## src/rtl/gpio_bank_pkg.sv

```systemverilog
package gpio_bank_pkg;
  localparam int unsigned ADDR_W = 3;

  localparam logic [ADDR_W-1:0] ADDR_MODE       = 3'd0;
  localparam logic [ADDR_W-1:0] ADDR_DRIVE      = 3'd1;
  localparam logic [ADDR_W-1:0] ADDR_BLINK      = 3'd2;
  localparam logic [ADDR_W-1:0] ADDR_FAULT_EN   = 3'd3;
  localparam logic [ADDR_W-1:0] ADDR_FAULT_STAT = 3'd4;
  localparam logic [ADDR_W-1:0] ADDR_PAD        = 3'd5;

  // Strobes from control to datapath
  typedef struct packed {
    logic ldMode;
    logic ldDrive;
    logic ldBlink;
    logic ldFaultEn;
    logic clrFault;
    logic blinkPhase;
  } ctrlStrobes_t;
endpackage

```

## src/rtl/gpio_bank_ctrl.sv

```systemverilog
module gpio_bank_ctrl
  import gpio_bank_pkg::*;
(
  input  logic              clk,
  input  logic              rst_n,
  input  logic              wrEn,
  input  logic [ADDR_W-1:0] wrAddr,
  input  logic              blinkTick,
  output ctrlStrobes_t      strobes
);
  logic phaseQ;

  // One phase shared by all blinking pins
  always_ff @(posedge clk) begin
    if (!rst_n) begin
      phaseQ <= 1'b0;
    end else if (blinkTick) begin
      phaseQ <= ~phaseQ;
    end
  end

  always_comb begin
    strobes.ldMode     = wrEn && (wrAddr == ADDR_MODE);
    strobes.ldDrive    = wrEn && (wrAddr == ADDR_DRIVE);
    strobes.ldBlink    = wrEn && (wrAddr == ADDR_BLINK);
    strobes.ldFaultEn  = wrEn && (wrAddr == ADDR_FAULT_EN);
    strobes.clrFault   = wrEn && (wrAddr == ADDR_FAULT_STAT);
    strobes.blinkPhase = phaseQ;
  end
endmodule

```

## src/rtl/gpio_bank_dp.sv

```systemverilog
module gpio_bank_dp
  import gpio_bank_pkg::*;
#(
  parameter int unsigned NUM_PINS    = 4,
  parameter int unsigned SYNC_STAGES = 2
) (
  input  logic                clk,
  input  logic                rst_n,
  input  ctrlStrobes_t        strobes,
  input  logic [NUM_PINS-1:0] wrData,
  input  logic [ADDR_W-1:0]   rdAddr,
  output logic [NUM_PINS-1:0] rdData,
  input  logic [NUM_PINS-1:0] padIn,
  output logic [NUM_PINS-1:0] padPullDown,
  output logic                faultOut,
  output logic [NUM_PINS-1:0] modeBits,
  output logic [NUM_PINS-1:0] blinkBits,
  output logic [NUM_PINS-1:0] fenBits,
  output logic [NUM_PINS-1:0] statBits
);
  localparam int unsigned VALID_LEN = SYNC_STAGES + 1;

  logic [NUM_PINS-1:0] modeQ, driveQ, blinkQ, fenQ, statQ, prevQ;
  logic [NUM_PINS-1:0] syncQ [SYNC_STAGES];
  logic [VALID_LEN-1:0] validQ;
  logic [NUM_PINS-1:0] sample, changeMask, setMask, clrMask;
  logic primed;

  // Input synchroniser chain
  always_ff @(posedge clk) begin
    if (!rst_n) syncQ[0] <= '0;
    else        syncQ[0] <= padIn;
  end

  for (genvar s = 1; s < SYNC_STAGES; s++) begin : g_sync
    always_ff @(posedge clk) begin
      if (!rst_n) syncQ[s] <= '0;
      else        syncQ[s] <= syncQ[s-1];
    end
  end

  assign sample = syncQ[SYNC_STAGES-1];
  assign primed = validQ[VALID_LEN-1];

  // Compare only once the previous sample holds a real pad value
  always_comb begin
    changeMask = primed ? (sample ^ prevQ) : '0;
    setMask    = changeMask & fenQ;
    clrMask    = strobes.clrFault ? wrData : '0;
  end

  always_ff @(posedge clk) begin
    if (!rst_n) begin
      modeQ  <= '0;
      driveQ <= '0;
      blinkQ <= '0;
      fenQ   <= '0;
      statQ  <= '0;
      prevQ  <= '0;
      validQ <= '0;
    end else begin
      if (strobes.ldMode)    modeQ  <= wrData;
      if (strobes.ldDrive)   driveQ <= wrData;
      if (strobes.ldBlink)   blinkQ <= wrData;
      if (strobes.ldFaultEn) fenQ   <= wrData;
      statQ  <= (statQ & ~clrMask) | setMask;
      prevQ  <= sample;
      validQ <= {validQ[VALID_LEN-2:0], 1'b1};
    end
  end

  // Pad control for each pin
  for (genvar p = 0; p < NUM_PINS; p++) begin : g_pin
    assign padPullDown[p] = modeQ[p] & (blinkQ[p] ? strobes.blinkPhase : driveQ[p]);
  end

  assign faultOut = |statQ;

  always_comb begin
    case (rdAddr)
      ADDR_MODE:       rdData = modeQ;
      ADDR_DRIVE:      rdData = driveQ;
      ADDR_BLINK:      rdData = blinkQ;
      ADDR_FAULT_EN:   rdData = fenQ;
      ADDR_FAULT_STAT: rdData = statQ;
      ADDR_PAD:        rdData = sample;
      default:         rdData = '0;
    endcase
  end

  assign modeBits  = modeQ;
  assign blinkBits = blinkQ;
  assign fenBits   = fenQ;
  assign statBits  = statQ;
endmodule

```

## src/rtl/gpio_blink_fault.sv

```systemverilog
module gpio_blink_fault
  import gpio_bank_pkg::*;
#(
  parameter int unsigned NUM_PINS    = 4,
  parameter int unsigned SYNC_STAGES = 2
) (
  input  logic                clk,
  input  logic                rst_n,
  input  logic                wrEn,
  input  logic [ADDR_W-1:0]   wrAddr,
  input  logic [NUM_PINS-1:0] wrData,
  input  logic [ADDR_W-1:0]   rdAddr,
  output logic [NUM_PINS-1:0] rdData,
  input  logic                blinkTick,
  input  logic [NUM_PINS-1:0] padIn,
  output logic [NUM_PINS-1:0] padPullDown,
  output logic                faultOut
);
  ctrlStrobes_t        strobes;
  logic [NUM_PINS-1:0] modeBits, blinkBits, fenBits, statBits;

  gpio_bank_ctrl u_ctrl (
    .clk       (clk),
    .rst_n     (rst_n),
    .wrEn      (wrEn),
    .wrAddr    (wrAddr),
    .blinkTick (blinkTick),
    .strobes   (strobes)
  );

  gpio_bank_dp #(
    .NUM_PINS    (NUM_PINS),
    .SYNC_STAGES (SYNC_STAGES)
  ) u_dp (
    .clk         (clk),
    .rst_n       (rst_n),
    .strobes     (strobes),
    .wrData      (wrData),
    .rdAddr      (rdAddr),
    .rdData      (rdData),
    .padIn       (padIn),
    .padPullDown (padPullDown),
    .faultOut    (faultOut),
    .modeBits    (modeBits),
    .blinkBits   (blinkBits),
    .fenBits     (fenBits),
    .statBits    (statBits)
  );
endmodule

```

## config.mk

```make
export PLATFORM = sky130hd
export DESIGN_NAME = gpio_blink_fault
export DESIGN_NICKNAME = d
export VERILOG_FILES = /design/src/rtl/gpio_bank_pkg.sv /design/src/rtl/gpio_bank_ctrl.sv /design/src/rtl/gpio_bank_dp.sv /design/src/rtl/gpio_blink_fault.sv
export SDC_FILE = /design/constraint.sdc
export NUM_CORES = 1
export LEC_CHECK = 0
export BUFFER_PORTS_ARGS = -buffer_cell sky130_fd_sc_hd__buf_2
export CORE_MARGIN = 2
export CORE_UTILIZATION = 58
export CTS_CLUSTER_SIZE = 8
export DETAILED_ROUTE_END_ITERATION = 8
export PLACE_DENSITY = 0.88
export SKIP_CTS_REPAIR_TIMING = 1
export SYNTH_ARGS = -nofsm -noshare
export SYNTH_HDL_FRONTEND = slang
export SYNTH_SLANG_ARGS = --single-unit
```

## constraint.sdc

```tcl
create_clock -name clk -period 1.6 [get_ports clk]
set_input_delay 0.24 -clock clk [delete_from_list [all_inputs] [get_ports clk]]
set_output_delay 0.24 -clock clk [all_outputs]
set_load 0.05 [all_outputs]
```

After elaboration in Yosys (flattened, before gate mapping). Memories as Yosys holds them, arrays and structs flattened. Index checks and enable logic that the tools add are counted.

Bitwise operators: 12. Mux-type cells: 12. Reduce and logical (&&, ||, !) cells: 8. Eq/ne operators: 9.

Operators by type and width (number): 4-bit case mux with 6 select lines (1); 4-bit two-way mux (4); 3-bit by 2-bit equality test with 1-bit output, second input constant (4); 3-bit equality test, second input constant (3); 4-bit AND (2); 1-bit two-way mux (7); 3-bit by 1-bit equality test with 1-bit output, second input constant (2); 3-bit zero test (2); 1-bit logical AND (5); 1-bit AND (4); 4-bit inverter (1); 4-bit bitwise OR (1); 4-bit OR reduction (1); 4-bit bitwise XOR (1); 1-bit bitwise OR (2); 1-bit inverter (1).

Word-level logic and storage cells: 51. RAM bits: 8. Input port bits: 18. Output and inout port bits: 9. Register bits: 28. Memories kept: 1.

Memory list: u_dp.syncQ (words 2, bits a word 4, rd ports 2, clocked after Yosys merged registers in 0, wr ports 2, RTL line gpio_bank_dp.sv:24) `logic [NUM_PINS-1:0] syncQ [SYNC_STAGES];`.

Logic depth before layout (Yosys ltp).
Depth after elaboration: 6. Mapped depth: 5. Gate-level depth less buffers: 3.

Modules after synthesis. From an unflattened synthesis, not the netlist that was laid out.

Cell total of the unflattened synthesis: 145. Area total of the unflattened synthesis: 1565.3 µm².

By module, submodules not included: gpio_bank_dp (area an instance 1462.7 µm², sequential area each 700.7 µm², instances 1, cells each 135); gpio_bank_ctrl (area an instance 102.6 µm², sequential area each 20.0 µm², instances 1, cells each 10).

Least setup slack after synthesis. Ideal clock, no wire load.

Path type: reg-to-output. Start point: reg u_dp.blinkQ[3], in the netlist u_dp.blinkBits[3]. End point: out rdData[3]. Stages on the path, launching flop included: 4. Arrival: 1624 ps. Required time: 1360 ps. Buffers on the path: 0. Path slack: -264 ps. Path through: dfxtp_1 mux2_2 a22oi_1 o21ai_0.

Longest elaborated chain between the ends: 1.

RTL lines: start: declaration (RTL line gpio_bank_dp.sv:23) `logic [NUM_PINS-1:0] modeQ, driveQ, blinkQ, fenQ, statQ, prevQ;`; start signal: assignment (RTL line gpio_bank_dp.sv:64) `if (strobes.ldBlink) blinkQ <= wrData;`; 4-bit case mux with 6 select lines (RTL line gpio_bank_dp.sv:80) `case (rdAddr)`; end: declaration (RTL line gpio_blink_fault.sv:13) `output logic [NUM_PINS-1:0] rdData,`.

No other way between the ends.

Final worst setup path.
Start point: reg u_dp.modeQ[0], in the netlist u_dp.modeBits[0]. End point: out rdData[0].

Longest elaborated chain between the ends: 1.

RTL lines: start: declaration (RTL line gpio_bank_dp.sv:23); start signal: assignment (RTL line gpio_bank_dp.sv:62) `if (strobes.ldMode) modeQ <= wrData;`; 4-bit case mux with 6 select lines (RTL line gpio_bank_dp.sv:80).

No other way between the ends.

==> results.yml <==
status:
  status: "complete, but fails checks"
  violations: "setup timing"
global_routing:
  grt_pass1_wl_um: 5150
  grtUsageMet1_pct: 26.6
  grt_antenna_before_repair: 0
  grt-busiest-layer: "met2"
  use_met2_pct: 35.0
  grt_max_degree: 32
  grt.met3_usage_pct: 6.74
  grt_pass1_vias: 1121
  grt_use_total_pct: 22.0
  overflow: 0
flow_run:
  drv_cap: 0
finish:
  fin_util_pct: 73.1
  fin_nets: 196
  layoutNonFillerInstCount: 209
  diodes: 0
  finalInstanceArea_sq_mm: 0.00183
  layout-drive-gt1-share_pct: 31.8
  area.growth.synth_to_final_pct: 18.4
floorplan:
  fp.dieH_um: 55.6
  std_cell_rows: 18
  coreArea_sq_mm: 0.00250
  die_w_um: 55.6
  start_util_pct: 61.7
  boundaryPins: 27
  dieArea_sq_mm: 0.00309
power_and_ir_drop:
  power_mw: 1.71
  max-vdd-ir-drop_uv: 799
  power.density_mw_per_mm2: 939
  p_leak_nw: 0.776
synthesis:
  synthTopCellsByArea: "dfxtp_1, mux2i_1, and2_1, nor2b_1, o21ai_0"
  synth_area_sq_mm: 0.00154
  synth_sequential_area_ratio_pct: 46.7
  syn_inst: 150
  syn_avg_cell_area_sq_um: 10.3
  synth_warnings: 0
  yosysUniqueCellTypes: 29
  yosys.area.top_type: "dfxtp_1"
  synth_nets: 168
  ys_seq_elements: 36
  synth_top_cell_area_share_pct: 46.7
place:
  placedCellCount: 199
  hpwl_um: 2320
  io_buffers: 26
  gp_congestion: 0.904
  placed_cell_area_sq_mm: 0.00168
timing:
  maxSlewHeadroom_pct: 67.8
  timing.final.crit_share_pct: 107
  hold_viol_final: 0
  fin_skew_ns: 0.00655
  timing.fmax_mhz: 586
  setup-violations-final: 4
  final.min_clock_period_ns: 1.71
  drv_slew: 0
  worstMarginPinSlew_ns: 0.483
  grt_setup_unrepaired: "true"
  setup_slack_ns: -0.105
clock_network:
  cts_made_buffers: 5
  clock-root-buffer: "clkbuf_4"
  worstSkewPairLatency_ns: 0.34
  cts_buffer_depth: 2
  clock_sinks: 36
  clkTransAtPathRegs_ns: 0.10
  cts_tree: "done"
  h-tree-depth: 2
critical_path:
  crit_arrival_ns: 1.47
  start_kind: "flop"
  path_max_fanout: 3
  endpoint_kind: "primary output"
  worstPathRequired_ns: 1.36
  path_class: "flop to primary output"
hold_path:
  min_path_type: "primary input to flop"
routing:
  avgRoutedWirePerCell_um: 15.3
  drt_iter0_markers: 35
  viasPerCell: 5.63
  ant_nets: 0
  drtPass1Iterations: 4
  vias: 1176
  drc: 0
  wirelength_um: 3190
## stage by stage
stage	hold WS, ns	worst slack [ns]	setup TNS (ns)
global placement	0.414	0.0331	0
finish	0.103	-0.105	-0.244
global route	0.0878	-0.162	-0.533
floorplan	0.268	-0.0217	-0.0434
detailed placement	0.423	-0.0105	-0.0105
CTS	0.0839	-0.176	-0.680
## cells in the mapped netlist
library cell / n
nand3_1: 8
mux4_2: 1
or3_1: 2
o21ai_1: 1
dfxtp_1: 36
buf_6: 1
and4bb_1: 1
and4bb_2: 1
and2_1: 15
a21oi_1: 5
nor2_1: 1
mux2i_1: 20
a41o_1: 4
clkbuf_2: 1
nor2b_1: 12
nor4b_4: 1
clkbuf_1: 5
o221ai_1: 2
nand4b_1: 1
o21ai_0: 9
buf_2: 2
mux2_2: 1
xor2_1: 5
nand4bb_1: 1
or4_1: 1
a22oi_1: 1
nand2b_1: 3
a211o_1: 1
nand2_1: 8
## worst max-delay path: stages (launching register included)
cell and delay, ns:
dfxtp_1 0.34, mux4_2 0.45, nand2b_1 0.11, o21ai_2 0.07, buf_6 0.15
## cells in the final DEF, fill, tap and decap left out, types with 6 or more instances in the layout
| cell type | netlist | layout |
|---|---|---|
| dfxtp_1 | 36 | 24 |
| nand2_1 | 8 | 8 |
| dfxtp_2 | 0 | 12 |
| nand3_1 | 8 | 8 |
| buf_4 | 0 | 6 |
| nor2b_1 | 12 | 12 |
| buf_2 | 2 | 21 |
| mux2i_1 | 20 | 20 |
| and2_1 | 15 | 15 |
| o21ai_0 | 9 | 8 |
## logic make-up (layout without fill, tap and decap cells)
kind of cell	after synthesis	after routing	synth area share, %
simple gates	55	55	22.7
flops	36	36	46.7
buf+inv	9	38	2.92
xor+xnor	5	5	2.84
compound gates	23	23	9.65
mux	22	22	15.2
## power breakdown
| group | internal, mW | leakage [nW] | switching, mW | total (mW) |
|---|---|---|---|---|
| combinational | 0.0703 | 0.435 | 0.0851 | 0.155 |
| sequential | 0.924 | 0.299 | 0.0208 | 0.945 |
| clock | 0.327 | 0.0422 | 0.287 | 0.614 |
| total | 1.32 | 0.776 | 0.393 | 1.71 |
## flip-flops by register name (all words and copies together) (netlist names)
name / flops
u_ctrl.phaseQ: 1
u_dp.blinkBits: 4
u_dp.modeBits: 4
u_dp.driveQ: 4
u_dp.fenBits: 4
u_dp.syncQ: 8
u_dp.prevQ: 4
u_dp.validQ: 3
u_dp.statBits: 4
## path summary, 6_finish.rpt
| kind | start | end | slack (ns) | cells past startpoint |
|---|---|---|---|---|
| hold / removal | padIn[2] | u_dp.syncQ[0][2] | 0.10 | 2 |
| hold reg to reg | u_dp.syncQ[0][2] | u_dp.syncQ[1][2] | 0.44 | 1 |
| setup / recovery | u_dp.modeBits[0] | rdData[0] | -0.11 | 4 |
| setup reg to reg | u_dp.syncQ[1][3] | u_dp.statBits[3] | 0.65 | 3 |
## area by class of cell
type / count / area [sq um]
Clock buffer: 6 / 41.3
Clock inverter: 2 / 35.0
Fill cell: 174 / 673
Multi-Input combinational cell: 105 / 793
Sequential cell: 36 / 736
Tap cell: 30 / 37.5
Timing Repair Buffer: 30 / 184
## metal layers
metal	wire, um	vias to the layer above
li1	-	590
met1	1380	543
met2	1550	34
met3	183	9
met4	80	0
met5	0	-
No activity file was read; power rests on OpenSTA's default activity.
